### src/rtl/burst_addr_seq.sv
module burst_addr_seq #(
  parameter int ADDR_W = 17,
  parameter int STEP_W = 2
) (
  input  logic              clk,
  input  logic              rst_n,
  input  logic              ads_cpu_n,
  input  logic              ads_ctl_n,
  input  logic              adv_n,
  input  logic              ce_main_n,
  input  logic              ce_hi,
  input  logic              ce_lo_n,
  input  logic              order_sel,
  input  logic [ADDR_W-1:0] addr_in,
  output logic [ADDR_W-1:0] word_addr,
  output logic              selected
);
  localparam int HI_W = ADDR_W - STEP_W;

  logic [HI_W-1:0]   hi_q;
  logic [STEP_W-1:0] start_lo_q;
  logic [STEP_W-1:0] cnt_q;
  logic              sel_q;
  logic [STEP_W-1:0] lo;

  wire cpu_go     = !ads_cpu_n && !ce_main_n;
  wire any_strobe = cpu_go || !ads_ctl_n;
  wire enables_ok = !ce_main_n && ce_hi && !ce_lo_n;
  wire load       = any_strobe && enables_ok;
  wire step       = !any_strobe && sel_q && !adv_n;

  always_ff @(posedge clk or negedge rst_n) begin
    if (!rst_n) begin
      hi_q       <= '0;
      start_lo_q <= '0;
      cnt_q      <= '0;
      sel_q      <= 1'b0;
    end else begin
      if (any_strobe) sel_q <= enables_ok;
      if (load) begin
        hi_q       <= addr_in[ADDR_W-1:STEP_W];
        start_lo_q <= addr_in[STEP_W-1:0];
        cnt_q      <= '0;
      end else if (step) begin
        cnt_q <= cnt_q + 1'b1;
      end
    end
  end

  assign lo        = order_sel ? (start_lo_q ^ cnt_q) : (start_lo_q + cnt_q);
  assign word_addr = {hi_q, lo};
  assign selected  = sel_q;

  assert_reset_idle_R1: assert property (@(posedge clk)
    !rst_n |-> (!selected && word_addr == '0));

  assert_ctl_start_R2: assert property (@(posedge clk) disable iff (!rst_n)
    (!ads_ctl_n && !ce_main_n && ce_hi && !ce_lo_n)
      |=> (selected && word_addr == $past(addr_in)));

  assert_cpu_start_R3: assert property (@(posedge clk) disable iff (!rst_n)
    (!ads_cpu_n && !ce_main_n && ce_hi && !ce_lo_n)
      |=> (selected && word_addr == $past(addr_in)));

  assert_cpu_blocked_R4: assert property (@(posedge clk) disable iff (!rst_n)
    (!ads_cpu_n && ce_main_n && ads_ctl_n) |=> $stable(selected));

  assert_deselect_R5: assert property (@(posedge clk) disable iff (!rst_n)
    ((!ads_ctl_n || (!ads_cpu_n && !ce_main_n)) && !(!ce_main_n && ce_hi && !ce_lo_n))
      |=> (!selected && $stable(word_addr)));

  assert_linear_step_R7: assert property (@(posedge clk) disable iff (!rst_n)
    (selected && ads_ctl_n && (ads_cpu_n || ce_main_n) && !adv_n && !order_sel)
      |=> (order_sel ||
           word_addr[STEP_W-1:0] == STEP_W'($past(word_addr[STEP_W-1:0]) + 1'b1)));

  assert_suspend_hold_R9: assert property (@(posedge clk) disable iff (!rst_n)
    (ads_ctl_n && (ads_cpu_n || ce_main_n) && adv_n)
      |=> ($stable(selected) && (word_addr == $past(word_addr) || $changed(order_sel))));

  assert_upper_hold_R10: assert property (@(posedge clk) disable iff (!rst_n)
    (ads_ctl_n && (ads_cpu_n || ce_main_n))
      |=> $stable(word_addr[ADDR_W-1:STEP_W]));

  assert_idle_hold_R11: assert property (@(posedge clk) disable iff (!rst_n)
    (!selected && ads_ctl_n && (ads_cpu_n || ce_main_n))
      |=> (!selected && (word_addr == $past(word_addr) || $changed(order_sel))));
endmodule

### config.mk
export PLATFORM = sky130hd
export DESIGN_NAME = burst_addr_seq
export DESIGN_NICKNAME = d
export VERILOG_FILES = /design/src/rtl/burst_addr_seq.sv
export SDC_FILE = /design/constraint.sdc
export NUM_CORES = 1
export LEC_CHECK = 0
export BUFFER_PORTS_ARGS = -buffer_cell sky130_fd_sc_hd__buf_2
export CORE_MARGIN = 8
export CORE_UTILIZATION = 44
export CTS_CLUSTER_DIAMETER = 60
export DETAILED_ROUTE_END_ITERATION = 8
export PLACE_DENSITY = 0.82
export SYNTH_ARGS = -nofsm -noshare
export SYNTH_HDL_FRONTEND = slang
export SYNTH_SLANG_ARGS = --single-unit
### constraint.sdc
create_clock -name clk -period 1.45 [get_ports clk]
set_input_delay 0.435 -clock clk [delete_from_list [all_inputs] [get_ports clk]]
set_output_delay 0.435 -clock clk [all_outputs]
set_load 0.02 [all_outputs]
==> results.md <==
- Status: complete, but fails checks
- Violated checks: setup timing
- Synth top area cells: dfrtp_1, mux2_4, buf_6
- Reg-to-reg endpoint: cnt_q[1]
- CP arrival: 1.25 ns
- H-tree levels: 1
- Initial Util: 45.68%
- Relative slew slack: between 70% and 80%
- Final Hold Violating Endpoints: 0
- Cell count after synthesis: 55
- Register bit total from synthesis: 20
- Critical path launch point: cnt_q[0]
- Top Family by Delay on Critical Path: flip-flops
- CP max-delay cell: dfrtp_1
- Largest net degree at the start of global routing: 21
- Top fanout value on the critical path: 2
- N_diodes: 0
- Min Tclk post-route: 1.688 ns
- Total gr overflow: 0
- Pwr/cell area: between 1000 and 1500 nW/um^2
- DR pass1 iterations: 4
- Hold WC Path Type: primary input to async pin
- Synth top area share: 56.42%
- Die Area: 3709 sq um
- Number of buffers on the longest clock path: 2
- Setup WS pre-CTS: -0.005766 ns
- WL final: 1.979 mm
- Vias in the first global route: 730
- Worst Path Required: 1.02 ns
- # setup viols final: 2
- Die W: 60.90 um
- Most common cell after layout, fill and taps aside: buf_2
- R2r setup slk: between 0.3 and 0.4 ns
- Overall power: 1.563 mW
- Yosys warnings: 0
- Syn avg cell area: 16.13 sq um
- Vias per inst: between 4 and 5
- CTS sink cnt: 20
- Filler cells: 168
- Worst Path Buf+Inv: 1
- Most frequent cells in the layout: buf_2, dfrtp_1, mux2_4
- Post-DP HPWL: about 1.5 mm
- ANT nets after route: 0
- Ports: 44
- Capturing element type of the critical path: output pin
- Area of the multi-input gates: 389.1 sq um
- Final GP Congestion: 0.6786
- Sequential fraction of the synthesis area: between 50% and 60%
- CP Launch Type: register
- Nets: around 130
- R2r worst-path depth: 3
- CTS tree: yes
- Core area: about 1900 sq um
- DP Cell Count: 125
- Unrepaired setup endpoints after global routing: true
- Mapped Nets: 82
- Clock root cell: clkbuf_4
- Critical path class: register to output pin
- WL per Instance: about 15 um
- Peak VDD IR: 0.7103 mV
- Max-Cap Viols: 0
- Reg clk slew, reported paths: 0.11 ns
- Maximum clock rate: roughly 600 MHz
- # port buffers: 43
- Post-synth cell types: 15
- Clock Latency Late Sink: 0.28 ns
- Worst slew pin tran: 0.4331 ns
- Seq. cell area: 500.5 sq um
- Row count: 16
- Slew Limit Fails: 0
- Number of DRC markers in iteration 0: 12
- Finished Layout Cells: 129
- DR vias: 614
- Cell taking the most area after synthesis: dfrtp_1
- Initial antenna violation count: 0
- Reg-to-reg startpoint: selected
- Worst Skew: 0.001018 ns
- Area growth syn-to-layout: 35.83%
- CTS Hold Buffers Added: 0
- CP peak stage delay: 0.39 ns
- Die Y: around 60 um
- Num CTS Buffers: 3
- Post-route clock period utilization: 116.4%
- Post-Syn Area: 887.1 sq um
- Worst setup margin: -0.2384 ns
- DRC violations left: 0
- GRT Total Usage: between 10% and 20%
- Share of post-route cells with drive strength above 1: 69.61%
- Leakage: between 0.6 and 0.7 nW
- Crit-path cells: ha_2, nor2b_4, xnor2_2, buf_4
- First-pass GRT wire length: approximately 3.3 mm
## per-layer routing
layer / up-vias / global-route usage, % / wire length [um]
met3: 2 / 3.814 / 163
met1: 296 / 13.48 / 805
met2: 28 / 20.36 / 997
met4: 0 / 2.990 / 13
met5: - / 0 / 0
li1: 288 / - / -
## timing repair
action	4_1_cts	5_1_grt
cloned	0	0
setup buffers	1	0
pin swaps	1	0
setup endpoints to repair	2	2
gates resized for setup	6	1
## registers in the layout, summed over array words and instances, names as in the netlist
signal,flops
cnt_q,2
hi_q,15
selected,1
start_lo_q,2
## cells by family (layout without fill, tap and decap cells)
group	after synthesis	after routing	share of synthesized area (%)
flip-flops	20	20	56.42
adder cells (fa/ha/maj)	1	1	1.410
multiplexers	17	17	28.77
buffers and inverters	2	49	2.539
XOR/XNOR	2	2	1.975
AO/OA/AOI/OAI	5	5	3.668
AND/OR/NAND/NOR	8	8	5.219
## worst max path at each step
stage	to	slack, ns	depth (start not counted)
after floorplan	word_addr[1]	0.08	3
after global placement	word_addr[1]	-0.001	4
after detailed placement	word_addr[1]	-0.006	4
after CTS	word_addr[1]	-0.25	4
after global routing	word_addr[1]	-0.28	4
final	word_addr[1]	-0.24	4
## synthesized netlist by cell type
cell type,number
ha_1,1
buf_6,2
o21ai_0,2
nand2_1,2
nand2b_1,1
nor2_1,1
nor2b_1,1
dfrtp_1,20
xnor2_1,2
mux2_4,17
a21boi_1,1
o211ai_1,1
or3_1,2
nand3_2,1
a21boi_0,1
## metrics by stage
| step | hold slack [ns] | TNS, ns | util, % | instance area [sq um] |
|---|---|---|---|---|
| floorplan | 0.1394 | 0 | - | 894.6 |
| global placement | 0.3898 | -0.001306 | 59.15 | 1149 |
| detailed placement | 0.4010 | -0.005766 | 59.15 | 1149 |
| CTS | 0.07737 | -0.3563 | 61.66 | 1197 |
| global route | 0.08932 | -0.4155 | 62.05 | 1205 |
| finish | 0.06560 | -0.3368 | 62.05 | 1205 |
## area by class of cell
type	instances	share of cell area [%]
Sequential cell	20	41.54
Tap cell	27	2.804
Clock buffer	3	1.869
Timing Repair Buffer	46	21.50
Multi-Input combinational cell	33	32.29
## worst register-to-register path, delay by kind of cell (launching register included)
kind	cells	cell delay, ns
AOI/OAI and AO/OA	2	0.32
DFF	1	0.36
and+or+nand+nor	1	0.39
## power by group
| part | switching (mW) | internal (mW) | leakage, nW |
|---|---|---|---|
| Clock | 0.157 | 0.0964 | 0.0138 |
| Sequential | 0.0655 | 0.667 | 0.243 |
| Combinational | 0.274 | 0.303 | 0.403 |
| Total | 0.497 | 1.07 | 0.659 |
No activity file was read; power rests on OpenSTA's default activity.
